<file path="config.mk">
export PLATFORM = sky130hd
export DESIGN_NAME = pwm_fault_ovr
export DESIGN_NICKNAME = d
export VERILOG_FILES = /design/src/rtl/pwm_fault_pkg.sv /design/src/rtl/pfo_sync.sv /design/src/rtl/pfo_channel.sv /design/src/rtl/pfo_mux.sv /design/src/rtl/pwm_fault_ovr.sv
export SDC_FILE = /design/constraint.sdc
export NUM_CORES = 1
export LEC_CHECK = 0
export BUFFER_PORTS_ARGS = -buffer_cell sky130_fd_sc_hd__buf_2
export CAP_MARGIN = 30
export CORE_MARGIN = 4
export CORE_UTILIZATION = 35
export DETAILED_ROUTE_END_ITERATION = 7
export PLACE_DENSITY = 0.72
export SLEW_MARGIN = 20
export SYNTH_ARGS = -nofsm -noshare
export SYNTH_HDL_FRONTEND = slang
export SYNTH_SLANG_ARGS = --single-unit
</file>
<file path="constraint.sdc">
create_clock -name clk_i -period 1.7 [get_ports clk_i]
set_clock_uncertainty 0.2 [all_clocks]
set_input_delay 0.085 -clock clk_i [delete_from_list [all_inputs] [get_ports clk_i]]
set_output_delay 0.085 -clock clk_i [all_outputs]
set_load 0.01 [all_outputs]
</file>
<file path="src/rtl/pwm_fault_pkg.sv">
package pwm_fault_pkg;
  localparam int N_FLT = 2;
  localparam int FLT_A = 0;
  localparam int FLT_B = 1;
  typedef enum logic {MODE_CBC = 1'b0, MODE_LATCH = 1'b1} flt_mode_e;
endpackage

</file>
<file path="src/rtl/pfo_sync.sv">
module pfo_sync #(
  parameter int W      = 2,
  parameter int STAGES = 2
) (
  input  logic         clk_i,
  input  logic         rst_ni,
  input  logic [W-1:0] d_i,
  output logic [W-1:0] q_o
);
  logic [W-1:0] stg_q [STAGES];

  // idle level of a fault pin is high
  always_ff @(posedge clk_i or negedge rst_ni) begin
    if (!rst_ni) begin
      for (int s = 0; s < STAGES; s++) stg_q[s] <= '1;
    end else begin
      stg_q[0] <= d_i;
      for (int s = 1; s < STAGES; s++) stg_q[s] <= stg_q[s-1];
    end
  end

  assign q_o = stg_q[STAGES-1];
endmodule

</file>
<file path="src/rtl/pfo_channel.sv">
module pfo_channel
  import pwm_fault_pkg::*;
(
  input  logic      clk_i,
  input  logic      rst_ni,
  input  logic      active_i,
  input  flt_mode_e mode_i,
  input  logic      bound_i,
  input  logic      clr_i,
  output logic      flag_o,
  output logic      engaged_o
);
  logic act_q, flag_q, hold_q;
  logic set_flag, rel_ok;

  assign set_flag = active_i & ~act_q;
  assign rel_ok   = ~active_i & ((mode_i == MODE_CBC) | ~flag_q);

  always_ff @(posedge clk_i or negedge rst_ni) begin
    if (!rst_ni) begin
      act_q  <= 1'b0;
      flag_q <= 1'b0;
      hold_q <= 1'b0;
    end else begin
      act_q <= active_i;
      if (set_flag)    flag_q <= 1'b1;
      else if (clr_i)  flag_q <= 1'b0;
      if (active_i)                         hold_q <= 1'b1;
      else if (hold_q && bound_i && rel_ok) hold_q <= 1'b0;
    end
  end

  assign flag_o    = flag_q;
  assign engaged_o = hold_q | active_i;
endmodule

</file>
<file path="src/rtl/pfo_mux.sv">
module pfo_mux #(
  parameter int N_OUT = 8
) (
  input  logic [N_OUT-1:0] pwm_i,
  input  logic [1:0]       engaged_i,
  input  logic [N_OUT-1:0] mask_a_i,
  input  logic [N_OUT-1:0] level_a_i,
  input  logic [N_OUT-1:0] mask_b_i,
  input  logic [N_OUT-1:0] level_b_i,
  output logic [N_OUT-1:0] pwm_o
);
  for (genvar i = 0; i < N_OUT; i++) begin : g_bit
    always_comb begin
      if (engaged_i[0] && mask_a_i[i])      pwm_o[i] = level_a_i[i];
      else if (engaged_i[1] && mask_b_i[i]) pwm_o[i] = level_b_i[i];
      else                                  pwm_o[i] = pwm_i[i];
    end
  end
endmodule

</file>
<file path="src/rtl/pwm_fault_ovr.sv">
module pwm_fault_ovr
  import pwm_fault_pkg::*;
#(
  parameter int N_OUT = 8
) (
  input  logic             clk_i,
  input  logic             rst_ni,
  input  logic [N_OUT-1:0] pwm_i,
  input  logic [1:0]       fault_ni,
  input  logic [1:0]       manual_i,
  input  logic [1:0]       latch_mode_i,
  input  logic [N_OUT-1:0] mask_a_i,
  input  logic [N_OUT-1:0] level_a_i,
  input  logic [N_OUT-1:0] mask_b_i,
  input  logic [N_OUT-1:0] level_b_i,
  input  logic             bound_i,
  input  logic [1:0]       flag_clr_i,
  input  logic             sleep_i,
  output logic [N_OUT-1:0] pwm_o,
  output logic [1:0]       flag_o,
  output logic             wake_o
);
  logic [N_FLT-1:0] pin_s;
  logic [N_FLT-1:0] active;
  logic [N_FLT-1:0] engaged;

  pfo_sync #(.W(N_FLT), .STAGES(2)) u_sync (
    .clk_i  (clk_i),
    .rst_ni (rst_ni),
    .d_i    (fault_ni),
    .q_o    (pin_s)
  );

  assign active = ~pin_s | manual_i;

  for (genvar k = 0; k < N_FLT; k++) begin : g_flt
    pfo_channel u_chan (
      .clk_i     (clk_i),
      .rst_ni    (rst_ni),
      .active_i  (active[k]),
      .mode_i    (flt_mode_e'(latch_mode_i[k])),
      .bound_i   (bound_i),
      .clr_i     (flag_clr_i[k]),
      .flag_o    (flag_o[k]),
      .engaged_o (engaged[k])
    );
  end

  pfo_mux #(.N_OUT(N_OUT)) u_mux (
    .pwm_i     (pwm_i),
    .engaged_i (engaged),
    .mask_a_i  (mask_a_i),
    .level_a_i (level_a_i),
    .mask_b_i  (mask_b_i),
    .level_b_i (level_b_i),
    .pwm_o     (pwm_o)
  );

  assign wake_o = sleep_i & (|active);
endmodule

</file>
Word-level counts from Yosys, hierarchy flattened --
Cells that the tools add are included. W data, S select, Z words.
Storage, ports and cells: bits in registers 10, latch bits 0, RAM bits 0, ROM bits 0, input port bits 52, output and inout bits 11, word-level logic and storage cells 76, memories kept 0
Cells by class: add/subtract/negate cells 0, $mul 0, div/mod/pow operators 0, order comparisons 0, equal/unequal tests 0, shift-type cells 0, mux-type cells 24, bitwise gates (word level) 19, reduce and logical (&&, ||, !) cells 25
Operators by type and width (count):
- $mux W1 | 24
- $logic_and A1 B1 Y1 | 20
- $not A1 Y1 | 8
- $reduce_bool A2 Y1 | 4
- $and A1 B1 Y1 | 5
- $or A1 B1 Y1 | 4
- $not A2 Y2 | 1
- $or A2 B2 Y2 | 1
- $reduce_or A2 Y1 | 1

Longest topological paths before layout --
Gate-level depths: netlist of the first run.
word-level depth 7, gate-level depth with buffers 5, mapped depth without buffers 3

By module --
A second synthesis of the first run with hierarchy kept.
Unflattened totals: cells, all modules 72, area, all modules 659.4 um2
By module, submodules not included:
- pfo_mux | instances 1, cells each 43, area an instance 301.5 um2, sequential area each 0.0 um2
- pfo_channel | instances 2, cells each 10, area an instance 108.9 um2, sequential area each 75.1 um2
- pfo_sync | instances 1, cells each 6, area an instance 120.1 um2, sequential area each 105.1 um2
- pwm_fault_ovr | instances 1, cells each 3, area an instance 20.0 um2, sequential area each 0.0 um2

Worst setup path after synthesis of the first run --
Ideal clock, no wire load.
kind flip-flop to output port, from register u_sync.stg_q, in the netlist u_sync.q_o[0], to output port pwm_o[6], data arrival time 1350 ps, required time 1415 ps, path slack 65 ps, stages on the path, launching flop included 6, path buffers 2, cells stage by stage dfstp_2 > or3b_1 > buf_6 > buf_8 > a32oi_2 > a2bb2oi_2
Between the ends: word-level cells in the longest chain between the ends 5
Ends and longest elaborated chain:
- start, declared | line pfo_sync.sv:10 | logic [W-1:0] stg_q [STAGES];
- $not A2 Y2 | line pwm_fault_ovr.sv:34 | assign active = ~pin_s | manual_i;
- $or A2 B2 Y2 | line pwm_fault_ovr.sv:34
- $or A1 B1 Y1 | line pfo_channel.sv:34 | assign engaged_o = hold_q | active_i;
- $logic_and A1 B1 Y1 | line pfo_mux.sv:14 | if (engaged_i[0] && mask_a_i[i]) pwm_o[i] = level_a_i[i];
- $mux W1 | line pfo_mux.sv:14
- end, declared | line pwm_fault_ovr.sv:19 | output logic [N_OUT-1:0] pwm_o,
Every way passes these cells.

Worst setup path in the final report of the first run --
from register u_sync.stg_q, in the netlist u_sync.q_o[1], to output port pwm_o[1]
Between the ends: word-level cells in the longest chain between the ends 6
Ends and longest elaborated chain:
- $not A2 Y2 | line pwm_fault_ovr.sv:34
- $or A2 B2 Y2 | line pwm_fault_ovr.sv:34
- $or A1 B1 Y1 | line pfo_channel.sv:34
- $logic_and A1 B1 Y1 | line pfo_mux.sv:15 | else if (engaged_i[1] && mask_b_i[i]) pwm_o[i] = level_b_i[i];
- $mux W1 | line pfo_mux.sv:15
- $mux W1 | line pfo_mux.sv:14
Every way passes these cells.

==> flow_summary.rst, run 1 <==
.. list-table::
   :header-rows: 1

   * - Metric
     - Value
   * - Non-Filler Instances
     - 173
   * - Violated checks
     - negative setup slack
   * - Worst-path fanout max
     - 8
   * - Number of global-route vias before repair
     - 859
   * - Worst supply voltage drop on vdd
     - 0.410 mV
   * - RSZ-0062 raised after global routing
     - true
   * - Worst slack after detailed placement
     - -106 ps
   * - Crit path max-delay cell type
     - sky130_fd_sc_hd__dfstp_2
   * - Vias per cell
     - 4.71
   * - Kind of cell adding the most delay to the critical path
     - flip-flops
   * - Worst EP required
     - 1410 ps
   * - CTS Buffer Depth
     - 2
   * - Most crowded layer after global routing
     - met2
   * - Number of antenna violations at the first check in global routing
     - 0
   * - Post-CTS setup repair buffer count
     - 0
   * - TritonCTS clock tree
     - done
   * - Fraction of final layout cells sized beyond drive strength 1
     - 0.603
   * - Max capacitance violation total
     - 0
   * - Wire length per cell
     - 12.3 µm
   * - Clock input transition at the sequential cells of the worst setup and hold paths
     - 60 ps
   * - Proportion of register bits with asynchronous set or reset after synthesis
     - 1.00
   * - Level count of the clock H-tree
     - 1
   * - Cell count after synthesis
     - 73
   * - Relative slew margins
     - 0.847
   * - Number of rows in the core area
     - 16
   * - Power per standard cell area
     - 528 nW/µm²
   * - IO Pins
     - 63
   * - Die Height
     - 53.1 µm
   * - Overall overflow remaining after global route
     - 0
   * - Final min period
     - 1990 ps
   * - Max-slew violation total from the final report
     - 0
   * - Setup_tns
     - -2100 ps
   * - Routing usage on met2
     - 0.312
   * - Arrival @ worst endpoint
     - 1700 ps
   * - Number of DRC violations after detailed routing
     - 0
   * - Largest cells by area after synthesis
     - sky130_fd_sc_hd__dfrtp_1 21%, sky130_fd_sc_hd__a2bb2oi_2 17%, sky130_fd_sc_hd__dfstp_2 15%
   * - Type of the tightest min-delay check
     - in2async
   * - Number of nets with antenna violations after routing
     - 0
   * - Total length of routed wires
     - 2140 µm
   * - Critical Path Start Type
     - flop
   * - Minimum setup slack among reg-to-reg paths
     - 140 ps
   * - Run status
     - finished with violations
   * - Syn_area_per_cell
     - 9.74 µm²
   * - Weighted congestion at the end of routability-driven global placement
     - 0.696
   * - Core utilization of the finished layout
     - 0.613
   * - Cell accounting for the most synthesized area
     - sky130_fd_sc_hd__dfrtp_1
   * - Area growth from synthesis to layout
     - 67.4%
   * - Slew at the pin closest to its max-slew limit
     - 228 ps
   * - Clk root buf
     - sky130_fd_sc_hd__clkbuf_4
   * - Count of flip-flops with a built-in enable after synthesis
     - 0
   * - Iter 0 DRT Violations
     - 2
   * - Nature of the critical path endpoint
     - primary output
   * - Worst path bufs/invs
     - 1
   * - Largest net degree at the start of global routing
     - 17
   * - Total inserted antenna cells
     - 0
   * - Number of nets in the layout
     - 200
   * - Cell count after placement
     - 160
   * - Final worst setup slack
     - -287 ps
   * - Highest achievable clock rate
     - 0.503 GHz
   * - Crit path cell chain
     - or3b_4, a32oi_1, a2bb2oi_2, buf_2
   * - Worst-Skew Late Latency
     - 250 ps
   * - Leading register cell type out of synthesis
     - sky130_fd_sc_hd__dfrtp_1
   * - Met3 demand-to-capacity share in global routing
     - 0.0592
   * - DP Wirelength
     - 1760 µm
   * - Global router's overall resource usage
     - 0.160
   * - Initial standard-cell utilization of the core
     - 0.366
   * - Final setup violating endpoints
     - 8
   * - Port Buffer Count
     - 62
   * - Total Power
     - 628 µW
   * - Synthesized net count
     - 125
   * - Met1 Resource Use GR
     - 0.140
   * - Share of the synthesized area in the top cell type
     - 0.211
   * - Leakage power of the design
     - 0.601 nW
   * - Part of the cycle the worst path needs
     - 1.17
   * - Routed via count
     - 815
   * - Fin. Hold Viols
     - 0
   * - Horizontal die dimension
     - 53.1 µm
   * - Global-route wire length before repair
     - 3300 µm
   * - Maximum cell stage delay along the critical path
     - 530 ps
   * - Setup CP Type
     - reg2out
   * - Number of buffers added by the clock tree synthesis step
     - 3
   * - Number of distinct standard cells referenced by the synthesized netlist
     - 19
   * - Number of filler instances in the final layout
     - 170
   * - Fraction of the yosys area taken by sequential cells
     - 0.359
   * - Summed instance area of the synthesized netlist
     - 711 µm²
   * - Ranking of synthesized cells by instance count
     - 12 x sky130_fd_sc_hd__inv_1, 12 x sky130_fd_sc_hd__nand2_1, 8 x sky130_fd_sc_hd__a2bb2oi_2, 8 x sky130_fd_sc_hd__o21ai_0
   * - Die area
     - 2820 µm²
   * - Clk sinks
     - 10
   * - Seq cells post-synth
     - 10
   * - Drt first pass iters
     - 2
   * - Core region area
     - 1940 µm²
   * - Yosys warns
     - 0
-- kinds of logic (layout without fill, tap and decap cells) --
family	after synthesis	count (layout)	share of synthesized area
buffers and inverters	17	90	0.128
flip-flops	10	10	0.359
AO/OA/AOI/OAI	29	29	0.396
AND/OR/NAND/NOR	17	17	0.116
-- state kept, by name, summed over array words and instances, names as in the netlist --
register             flops
g_flt.u_chan.act_q       2
g_flt.u_chan.flag_o      2
g_flt.u_chan.hold_q      2
u_sync.q_o               2
u_sync.stg_q             2
-- repair_timing --
item	in CTS	in global routing
hold buffers	10	0
gates cloned	0	0
pin swaps	6	4
gates resized for setup	6	0
endpoints found under the setup margin	8	8
endpoints found under the hold margin	18	0
-- power breakdown --
part           leakage, nW  switching (mW)  total, mW  internal (mW)
registers            0.107         0.00708      0.263          0.256
logic                0.480          0.0909      0.216          0.125
clock network       0.0138          0.0677      0.149         0.0810
-- final timing paths --
check	depth (start not counted)	to	startpoint
max	4	pwm_o[1]	u_sync.q_o[1]$_DFF_PN1_
min	2	g_flt[1].u_chan.hold_q$_DFFE_PN0P_	rst_ni
max reg2reg	4	g_flt[0].u_chan.hold_q$_DFFE_PN0P_	g_flt[0].u_chan.flag_o$_DFFE_PN0P_
min reg2reg	0	u_sync.q_o[0]$_DFF_PN1_	u_sync.stg_q[2]$_DFF_PN1_
max in group asynchronous	2	u_sync.q_o[0]$_DFF_PN1_	rst_ni
min in group clk_i	0	u_sync.q_o[0]$_DFF_PN1_	u_sync.stg_q[2]$_DFF_PN1_
-- area by class of cell --
type / instances / area (µm²) / area share
repair buffers: 75 / 437 / 0.367
multi-input cells: 46 / 397 / 0.333
flip-flops and latches: 10 / 255 / 0.215
inverters: 12 / 45.0 / 0.0379
well taps: 27 / 33.8 / 0.0284
clock buffers: 3 / 22.5 / 0.0189
-- worst reg2reg max path, stage by stage, from the launching register on --
cell and delay, ps:
sky130_fd_sc_hd__dfrtp_1 400, sky130_fd_sc_hd__nand2_1 70, sky130_fd_sc_hd__nand2_1 40, sky130_fd_sc_hd__dlygate4sd3_1 540, sky130_fd_sc_hd__a21o_2 210
-- routing by layer --
layer | share of wire | up-vias
met5 | 0 | -
met4 | 0 | 0
met3 | 0.18 | 0
met2 | 0.49 | 47
met1 | 0.34 | 358
li1 | - | 410
-- cells in the final DEF, fill, tap and decap left out --
cell                            Yosys  final
sky130_fd_sc_hd__buf_6              1      1
sky130_fd_sc_hd__or3b_1             2      1
sky130_fd_sc_hd__a21o_2             1      1
sky130_fd_sc_hd__a21boi_0           1      1
sky130_fd_sc_hd__o21ai_0            8      8
sky130_fd_sc_hd__nor3b_1            1      1
sky130_fd_sc_hd__a21o_1             1      1
sky130_fd_sc_hd__dfstp_2            4      4
sky130_fd_sc_hd__or3b_4             0      1
sky130_fd_sc_hd__nand2_1           12     12
sky130_fd_sc_hd__a2bb2oi_2          8      8
sky130_fd_sc_hd__dlygate4sd3_1      0     10
sky130_fd_sc_hd__clkbuf_4           0      3
sky130_fd_sc_hd__o22ai_1            2      2
sky130_fd_sc_hd__nor2b_1            2      2
sky130_fd_sc_hd__dfrtp_1            6      6
sky130_fd_sc_hd__a32oi_1            6      2
sky130_fd_sc_hd__a32oi_2            2      6
sky130_fd_sc_hd__buf_4              2      2
sky130_fd_sc_hd__inv_1             12     12
sky130_fd_sc_hd__buf_2              1     62
-- through the flow --
step                      hold slack, ps  cell area [µm²]
after CTS                          0.243             1190
after global routing                15.4             1190
after global placement              -254             1030
after floorplan                     -411              711
final                               4.02             1190
after detailed placement            -247             1030
No activity file was read; power rests on OpenSTA's default activity.
==> inputs of run 2 (changes only) <==
PLACE_DENSITY = 0.74   (was 0.72)
SYNTH_HIERARCHICAL = 1   (was unset)
==> run 2 against run 1 <==
Register-to-register slack worse by 50 ps. Clock power is 42% higher. Highest routed layer unchanged. Combinational power is 2% higher. Power is 11% higher. Final area is 6.2% higher. Die area is 6.1% lower. Sequential power hardly changed. Critical path type unchanged. The flow still finishes with violations (negative setup slack).
==> flow_summary.rst, run 2 <==
.. list-table::
   :header-rows: 1

   * - Metric
     - Value
   * - Worst-case hold slack
     - 133 ps (was 4.02 ps)
   * - Worst EP required
     - 1410 ps (about the same)
   * - Seq cells post-synth
     - 10 (unchanged)
   * - Register area
     - 255 µm² (unchanged)
   * - Ranking of synthesized cells by instance count
     - 10 x sky130_fd_sc_hd__nand2_1, 8 x sky130_fd_sc_hd__a31oi_1, 8 x sky130_fd_sc_hd__and3b_1, 8 x sky130_fd_sc_hd__nand3_1 (was 12 x sky130_fd_sc_hd__inv_1, 12 x sky130_fd_sc_hd__nand2_1, 8 x sky130_fd_sc_hd__a2bb2oi_2, 8 x sky130_fd_sc_hd__o21ai_0)
   * - Worst-path fanout max
     - 7 (was 8)
   * - Critical Path Start Type
     - flop (unchanged)
   * - Number of antenna violations at the first check in global routing
     - 0 (unchanged)
   * - Synthesized net count
     - 124 (was 125)
   * - Setup_tns
     - -1560 ps (was -2100 ps)
   * - Worst hold path endpoint
     - g_flt[1].u_chan/act_q$_DFF_PN0_
   * - Final setup violating endpoints
     - 9 (was 8)
   * - Core region area
     - 1760 µm² (was 1940 µm²)
   * - Largest cells by area after synthesis
     - sky130_fd_sc_hd__dfrtp_1 23%, sky130_fd_sc_hd__dfstp_2 16%, sky130_fd_sc_hd__and3b_1 11% (was sky130_fd_sc_hd__dfrtp_1 21%, sky130_fd_sc_hd__a2bb2oi_2 17%, sky130_fd_sc_hd__dfstp_2 15%)
   * - Syn_area_per_cell
     - 9.16 µm² (was 9.74 µm²)
   * - Reg-to-reg endpoint
     - g_flt[0].u_chan/act_q$_DFF_PN0_ (was g_flt[0].u_chan.hold_q$_DFFE_PN0P_)
   * - Cell accounting for the most synthesized area
     - sky130_fd_sc_hd__dfrtp_1 (unchanged)
   * - Weighted congestion at the end of routability-driven global placement
     - 0.699 (was 0.696)
   * - Yosys warns
     - 6 (was 0)
   * - Leading register cell type out of synthesis
     - sky130_fd_sc_hd__dfrtp_1 (unchanged)
   * - CTS Buffer Depth
     - 2 (unchanged)
   * - Max capacitance violation total
     - 0 (unchanged)
   * - Number of buffers added by the clock tree synthesis step
     - 3 (unchanged)
   * - Area growth from synthesis to layout
     - 91.7% (was 67.4%)
   * - Iter 0 DRT Violations
     - 3 (was 2)
   * - Multi-input combinational cell area
     - 375 µm² (was 397 µm²)
   * - Number of nets in the layout
     - 209 (was 200)
   * - Die area
     - 2640 µm² (was 2820 µm²)
   * - Share of the synthesized area in the top cell type
     - 0.228 (was 0.211)
   * - Commonest cells after routing, fill and taps aside
     - 62 x sky130_fd_sc_hd__buf_2, 11 x sky130_fd_sc_hd__dlygate4sd3_1, 10 x sky130_fd_sc_hd__buf_4 (was 62 x sky130_fd_sc_hd__buf_2, 12 x sky130_fd_sc_hd__inv_1, 12 x sky130_fd_sc_hd__nand2_1)
   * - Total Power
     - 694 µW (was 628 µW)
   * - Cell count after synthesis
     - 72 (was 73)
   * - Clk sinks
     - 10 (unchanged)
   * - Level count of the clock H-tree
     - 1 (unchanged)
   * - Fraction of the yosys area taken by sequential cells
     - 0.387 (was 0.359)
   * - Leakage power of the design
     - 0.722 nW (was 0.601 nW)
   * - Die Height
     - 51.4 µm (was 53.1 µm)
   * - Slew at the pin closest to its max-slew limit
     - 280 ps (was 228 ps)
   * - Arrival @ worst endpoint
     - 1640 ps (was 1700 ps)
   * - RSZ-0062 raised after global routing
     - true (unchanged)
   * - Compound-cell area share of the yosys netlist
     - 0.266 (was 0.396)
   * - Total length of routed wires
     - 2440 µm (was 2140 µm)
   * - Count of flip-flops with a built-in enable after synthesis
     - 0 (unchanged)
   * - Summed instance area of the synthesized netlist
     - 659 µm² (was 711 µm²)
   * - Drt first pass iters
     - 3 (was 2)
   * - Commonest non-fill, non-tap cell in the layout
     - sky130_fd_sc_hd__buf_2 (unchanged)
   * - Clock input transition at the sequential cells of the worst setup and hold paths
     - 70 ps (was 60 ps)
   * - Relative slew margins
     - 0.813 (was 0.847)
   * - Run status
     - finished with violations (unchanged)
   * - Xor and xnor fraction of the mapped netlist area
     - 0 (unchanged)
   * - Initial standard-cell utilization of the core
     - 0.374 (was 0.366)
   * - Fraction of final layout cells sized beyond drive strength 1
     - 0.615 (was 0.603)
   * - Total inserted antenna cells
     - 0 (unchanged)
   * - Number of global-route vias before repair
     - 823 (was 859)
   * - Worst supply voltage drop on vdd
     - 0.499 mV (was 0.410 mV)
   * - Number of nets with antenna violations after routing
     - 0 (unchanged)
   * - Part of the cycle the worst path needs
     - 1.13 (was 1.17)
   * - Placed Instance Area
     - 1020 µm² (was 1030 µm²)
   * - Nature of the critical path endpoint
     - primary output (unchanged)
   * - Startpoint of the worst register-to-register path
     - u_sync/q_o[0]$_DFF_PN1_ (was g_flt[0].u_chan.flag_o$_DFFE_PN0P_)
   * - Synth Area in Simple Gates
     - 0.243 (was 0.116)
   * - Final min period
     - 1920 ps (was 1990 ps)
   * - Global router's overall resource usage
     - 0.163 (was 0.160)
   * - Worst-Skew Late Latency
     - 260 ps (was 250 ps)
   * - Worst slack after detailed placement
     - -61.1 ps (was -106 ps)
   * - Portion of netlist area occupied by mux cells
     - 0 (unchanged)
   * - Post-layout instance area
     - 1260 µm² (was 1190 µm²)
   * - Number of distinct standard cells referenced by the synthesized netlist
     - 18 (was 19)
   * - Clk root buf
     - sky130_fd_sc_hd__clkbuf_4 (unchanged)
   * - Depth of the worst register-to-register path
     - 3 (was 4)
   * - Non-Filler Instances
     - 181 (was 173)
   * - Number of DRC violations after detailed routing
     - 0 (unchanged)
   * - Vias per cell
     - 4.72 (was 4.71)
   * - Number of filler instances in the final layout
     - 159 (was 170)
   * - Cell count after placement
     - 159 (was 160)
   * - Most repeated cell in the gate-level netlist after synthesis
     - sky130_fd_sc_hd__nand2_1
   * - Core utilization of the finished layout
     - 0.716 (was 0.613)
   * - Power per standard cell area
     - 549 nW/µm² (was 528 nW/µm²)
   * - Final worst setup slack
     - -221 ps (was -287 ps)
   * - Global-route wire length before repair
     - 3370 µm (was 3300 µm)
   * - Start point of the worst min-delay path
     - manual_i[1]
   * - Horizontal die dimension
     - 51.4 µm (was 53.1 µm)
   * - Wire length per cell
     - 13.5 µm (was 12.3 µm)
   * - Largest family of logic cells by synthesized area
     - compound AO/OA/AOI/OAI gates (unchanged)
   * - Proportion of register bits with asynchronous set or reset after synthesis
     - 1.00 (unchanged)
   * - Hold path cells
     - 5
   * - Minimum setup slack among reg-to-reg paths
     - 90 ps (was 140 ps)
   * - Highest achievable clock rate
     - 0.521 GHz (was 0.503 GHz)
   * - Port Buffer Count
     - 62 (unchanged)
   * - Type of the tightest min-delay check
     - in2reg (was in2async)
   * - IO Pins
     - 63 (unchanged)
   * - Routed via count
     - 854 (was 815)
   * - Setup CP Type
     - reg2out (unchanged)
   * - Overall overflow remaining after global route
     - 0 (unchanged)
   * - Number of rows in the core area
     - 15 (was 16)
   * - Fin. Hold Viols
     - 0 (unchanged)
   * - TritonCTS clock tree
     - done (unchanged)
   * - Max-slew violation total from the final report
     - 0 (unchanged)
   * - Adder-cell area share of the yosys netlist
     - 0 (unchanged)
   * - Violated checks
     - negative setup slack (unchanged)
   * - Largest net degree at the start of global routing
     - 17 (unchanged)
run 2: worst max-delay path, stage by stage (launching register included):
cell                       delay (ps)
sky130_fd_sc_hd__dfstp_2          540
sky130_fd_sc_hd__nand2b_4          60
sky130_fd_sc_hd__inv_4             60
sky130_fd_sc_hd__nand2_4           60
sky130_fd_sc_hd__buf_12           140
sky130_fd_sc_hd__a21bo_2          180
sky130_fd_sc_hd__a31oi_1          160
sky130_fd_sc_hd__buf_2            170
run 2: worst max path at each step:
| stage | from | end | cells after the start |
|---|---|---|---|
| finish | u_sync/q_o[1]$_DFF_PN1_ | pwm_o[3] | 7 |
| global route | u_sync/q_o[1]$_DFF_PN1_ | pwm_o[0] | 7 |
| CTS | u_sync/q_o[1]$_DFF_PN1_ | pwm_o[4] | 7 |
| detailed placement | u_sync/q_o[0]$_DFF_PN1_ | pwm_o[6] | 6 |
| global placement | u_sync/q_o[0]$_DFF_PN1_ | pwm_o[6] | 6 |
| floorplan | u_sync/q_o[0]$_DFF_PN1_ | pwm_o[7] | 7 |
run 2: layer usage:
metal  global-route usage  vias up  routed length (µm)
met3               0.0554        0                 350
met5                    0        -                   0
li1                     -      423                   -
met4               0.0524        0                   0
met1                0.170      386                 845
met2                0.303       45                1250
run 2: what timing repair did:
action,4_1_cts,5_1_grt
hold endpoints to repair,17,0
endpoints found under the setup margin,8,9
gates cloned,0,1
gates resized for setup,5,4
hold buffers,11,0
pin swaps,4,3
setup buffers,3,3
run 2: cell type report:
| type | count | share of cell area |
|---|---|---|
| Clock buffer | 4 | 0.0287 |
| Inverter | 6 | 0.0198 |
| Multi-Input combinational cell | 51 | 0.297 |
| Sequential cell | 10 | 0.202 |
| Tap cell | 25 | 0.0248 |
| Timing Repair Buffer | 85 | 0.428 |
run 2: cell families after synthesis:
kind of cell | after synthesis
flops | 10
compound gates | 23
simple gates | 28
buf+inv | 11
run 2: report_power, final:
part | internal (mW) | switching, mW
clock network | 0.130 | 0.0812
registers | 0.256 | 0.00642
logic | 0.132 | 0.0887
total | 0.518 | 0.176
==> inputs of run 3 (changes only) <==
BUFFER_PORTS_ARGS = unset   (was -buffer_cell sky130_fd_sc_hd__buf_2)
DONT_BUFFER_PORTS = 1   (was unset)
PLACE_DENSITY = 0.45   (was 0.74)
==> run 3 against run 2 <==
The flow still finishes with violations (negative setup slack). Via count is 27% lower. Final area fell by 21%. Maximum frequency rose by 8.0%. Power decreased by 14%. Die area unchanged. Sequential share of layout area up 5.3 points. Hold slack got worse by 130 ps. Critical endpoint is now pwm_o[7]. Highest routed layer is now met4.
==> flow_summary.rst, run 3 (synthesis results as in run 2) <==
.. list-table::
   :header-rows: 1

   * - Metric
     - Value
   * - Run status
     - finished with violations (unchanged)
   * - Violated checks
     - negative setup slack (unchanged)
   * - Global router's overall resource usage
     - 0.139 (was 0.163)
   * - Worst-path fanout max
     - 8 (was 7)
   * - Largest net degree at the start of global routing
     - 11 (was 17)
   * - Fin. Hold Viols
     - 0 (unchanged)
   * - Routed via count
     - 620 (was 854)
   * - Part of the cycle the worst path needs
     - 1.05 (was 1.13)
   * - Critical Path Sink
     - pwm_o[7] (was pwm_o[3])
   * - Weighted congestion at the end of routability-driven global placement
     - 0.679 (was 0.699)
   * - Total inserted antenna cells
     - 0 (unchanged)
   * - Maximum cell stage delay along the critical path
     - 540 ps (about the same)
   * - Relative slew margins
     - 0.693 (was 0.813)
   * - Multi-input combinational cell area
     - 483 µm² (was 375 µm²)
   * - Commonest cells after routing, fill and taps aside
     - 11 x sky130_fd_sc_hd__dlygate4sd3_1, 8 x sky130_fd_sc_hd__nand2_1, 8 x sky130_fd_sc_hd__nand3_1, 8 x sky130_fd_sc_hd__a31oi_4, 6 x sky130_fd_sc_hd__dfrtp_1 (was 62 x sky130_fd_sc_hd__buf_2, 11 x sky130_fd_sc_hd__dlygate4sd3_1, 10 x sky130_fd_sc_hd__buf_4)
   * - Die Height
     - 51.4 µm (unchanged)
   * - Final min period
     - 1780 ps (was 1920 ps)
   * - Initial standard-cell utilization of the core
     - 0.374 (unchanged)
   * - Leakage power of the design
     - 0.442 nW (was 0.722 nW)
   * - IO Pins
     - 63 (unchanged)
   * - Arrival @ worst endpoint
     - 1490 ps (was 1640 ps)
   * - Power per standard cell area
     - 600 nW/µm² (was 549 nW/µm²)
   * - Number of DRC violations after detailed routing
     - 0 (unchanged)
   * - Number of global-route vias before repair
     - 631 (was 823)
   * - Setup CP Type
     - reg2out (unchanged)
   * - Clk root buf
     - sky130_fd_sc_hd__clkbuf_4 (unchanged)
   * - Final worst setup slack
     - -78.5 ps (was -221 ps)
   * - Crit path max-delay cell type
     - sky130_fd_sc_hd__dfstp_2 (unchanged)
   * - Slew at the pin closest to its max-slew limit
     - 459 ps (was 280 ps)
   * - Commonest non-fill, non-tap cell in the layout
     - sky130_fd_sc_hd__dlygate4sd3_1 (was sky130_fd_sc_hd__buf_2)
   * - Critical path origin
     - u_sync/q_o[0]$_DFF_PN1_ (was u_sync/q_o[1]$_DFF_PN1_)
   * - Setup_tns
     - -476 ps (was -1560 ps)
   * - Number of nets with antenna violations after routing
     - 0 (unchanged)
   * - Worst supply voltage drop on vdd
     - 0.486 mV (was 0.499 mV)
   * - Die area
     - 2640 µm² (unchanged)
   * - Depth of the worst register-to-register path
     - 3 (unchanged)
   * - Iter 0 DRT Violations
     - 7 (was 3)
   * - Drt first pass iters
     - 2 (was 3)
   * - Total Power
     - 600 µW (was 694 µW)
   * - Register area
     - 255 µm² (unchanged)
   * - Fraction of final layout cells sized beyond drive strength 1
     - 0.411 (was 0.615)
   * - Global-route wire length before repair
     - 2790 µm (was 3370 µm)
   * - Clock input transition at the sequential cells of the worst setup and hold paths
     - 70 ps (about the same)
   * - Total length of routed wires
     - 1830 µm (was 2440 µm)
   * - Horizontal die dimension
     - 51.4 µm (unchanged)
   * - Max-slew violation total from the final report
     - 0 (unchanged)
   * - Worst EP required
     - 1410 ps (about the same)
   * - Highest achievable clock rate
     - 0.562 GHz (was 0.521 GHz)
   * - RSZ-0062 raised after global routing
     - true (unchanged)
   * - Reg-to-reg endpoint
     - g_flt[1].u_chan/act_q$_DFF_PN0_ (was g_flt[0].u_chan/act_q$_DFF_PN0_)
   * - Type of the tightest min-delay check
     - in2async (was in2reg)
   * - Critical Path Start Type
     - flop (unchanged)
   * - Final setup violating endpoints
     - 8 (was 9)
   * - Nature of the critical path endpoint
     - primary output (unchanged)
   * - Core region area
     - 1760 µm² (unchanged)
   * - Overall overflow remaining after global route
     - 0 (unchanged)
   * - Clk sinks
     - 10 (unchanged)
   * - Worst-Skew Late Latency
     - 270 ps (was 260 ps)
   * - Startpoint of the worst register-to-register path
     - u_sync/q_o[1]$_DFF_PN1_ (was u_sync/q_o[0]$_DFF_PN1_)
   * - Area growth from synthesis to layout
     - 51.6% (was 91.7%)
   * - Number of rows in the core area
     - 15 (unchanged)
   * - Max capacitance violation total
     - 0 (unchanged)
   * - Wire length per cell
     - 15.9 µm (was 13.5 µm)
   * - Vias per cell
     - 5.39 (was 4.72)
   * - Number of buffers added by the clock tree synthesis step
     - 3 (unchanged)
   * - Number of nets in the layout
     - 143 (was 209)
   * - Number of filler instances in the final layout
     - 177 (was 159)
   * - Number of antenna violations at the first check in global routing
     - 0 (unchanged)
   * - Level count of the clock H-tree
     - 1 (unchanged)
   * - Crit path cell chain
     - nand2b_4, inv_4, nand2_4, buf_6, and3b_2, a31oi_4 (was nand2b_4, inv_4, nand2_4, buf_12, a21bo_2, a31oi_1, buf_2)
   * - TritonCTS clock tree
     - done (unchanged)
   * - CTS Buffer Depth
     - 2 (unchanged)
   * - Minimum setup slack among reg-to-reg paths
     - 130 ps (was 90 ps)
   * - Port Buffer Count
     - 0 (was 62)
[run 3: cell types whose count changed in the layout (fill, tap and decap cells not counted), moves of 2 or more]
| cell | delta |
|---|---|
| sky130_fd_sc_hd__buf_2 | -61 |
| sky130_fd_sc_hd__buf_4 | -6 |
| sky130_fd_sc_hd__a31oi_1 | -6 |
| sky130_fd_sc_hd__buf_6 | +3 |
| sky130_fd_sc_hd__and3b_2 | +3 |
| sky130_fd_sc_hd__and3b_1 | -3 |
| sky130_fd_sc_hd__a31oi_2 | -2 |
| sky130_fd_sc_hd__a31oi_4 | +8 |
[run 3: worst min path at each step]
stage               cells past startpoint                            endpoint    from  slack [ps]
floorplan                               0     g_flt[0].u_chan/act_q$_DFF_PN0_  rst_ni        -410
CTS                                     1     g_flt[1].u_chan/act_q$_DFF_PN0_  rst_ni          10
global route                            1  g_flt[0].u_chan/flag_o$_DFFE_PN0P_  rst_ni          20
global placement                        0  g_flt[1].u_chan/hold_q$_DFFE_PN0P_  rst_ni        -410
finish                                  1     g_flt[1].u_chan/act_q$_DFF_PN0_  rst_ni         0.3
detailed placement                      0  g_flt[1].u_chan/hold_q$_DFFE_PN0P_  rst_ni        -410
[run 3: stage by stage]
| step | instances | area [µm²] | hold slack [ps] | util | setup WS (ps) |
|---|---|---|---|---|---|
| 2_1_floorplan | 72 | 672 | -411 | - | 32.6 |
| 5_1_grt | 115 | 1000 | 17.4 | 0.567 | -134 |
| 3_3_place_gp | 96 | 687 | -410 | 0.389 | 53.7 |
| 4_1_cts | 116 | 991 | 9.53 | 0.562 | -89.4 |
| 6_report | 115 | 1000 | 0.335 | 0.567 | -78.5 |
| 3_5_place_dp | 96 | 687 | -410 | 0.389 | 15.0 |
[run 3: timing repair]
item                                    4_1_cts  5_1_grt
setup buffers                                 3        0
pin swaps                                    10        2
hold buffers                                 12        0
endpoints found under the setup margin        8        9
hold endpoints to repair                     18        0
gates resized for setup                      25        3
gates cloned                                  1        0
[run 3: layer usage]
| metal | up-vias | wire length, µm | GRT usage |
|---|---|---|---|
| li1 | 291 | - | - |
| met1 | 289 | 707 | 0.171 |
| met2 | 38 | 903 | 0.222 |
| met3 | 2 | 211 | 0.0671 |
| met4 | 0 | 6 | 0.0262 |
| met5 | - | 0 | 0 |
[run 3: power breakdown]
part	internal, mW	total [mW]	switching, mW
Sequential	0.256	0.265	0.00971
Combinational	0.0895	0.166	0.0768
Clock	0.0903	0.168	0.0776
Total	0.435	0.600	0.164
[run 3: area by class of cell]
type	instances	share of cell area
Multi-Input combinational cell	51	0.483
Inverter	6	0.0250
Clock buffer	4	0.0263
Timing Repair Buffer	19	0.179
Tap cell	25	0.0313
Sequential cell	10	0.255
[run 3: critical path, delay by kind of cell, from the launching register on]
family,cells,cell delay [ps]
buf+inv,2,190
simple gates,3,330
flops,1,540
compound gates,1,170
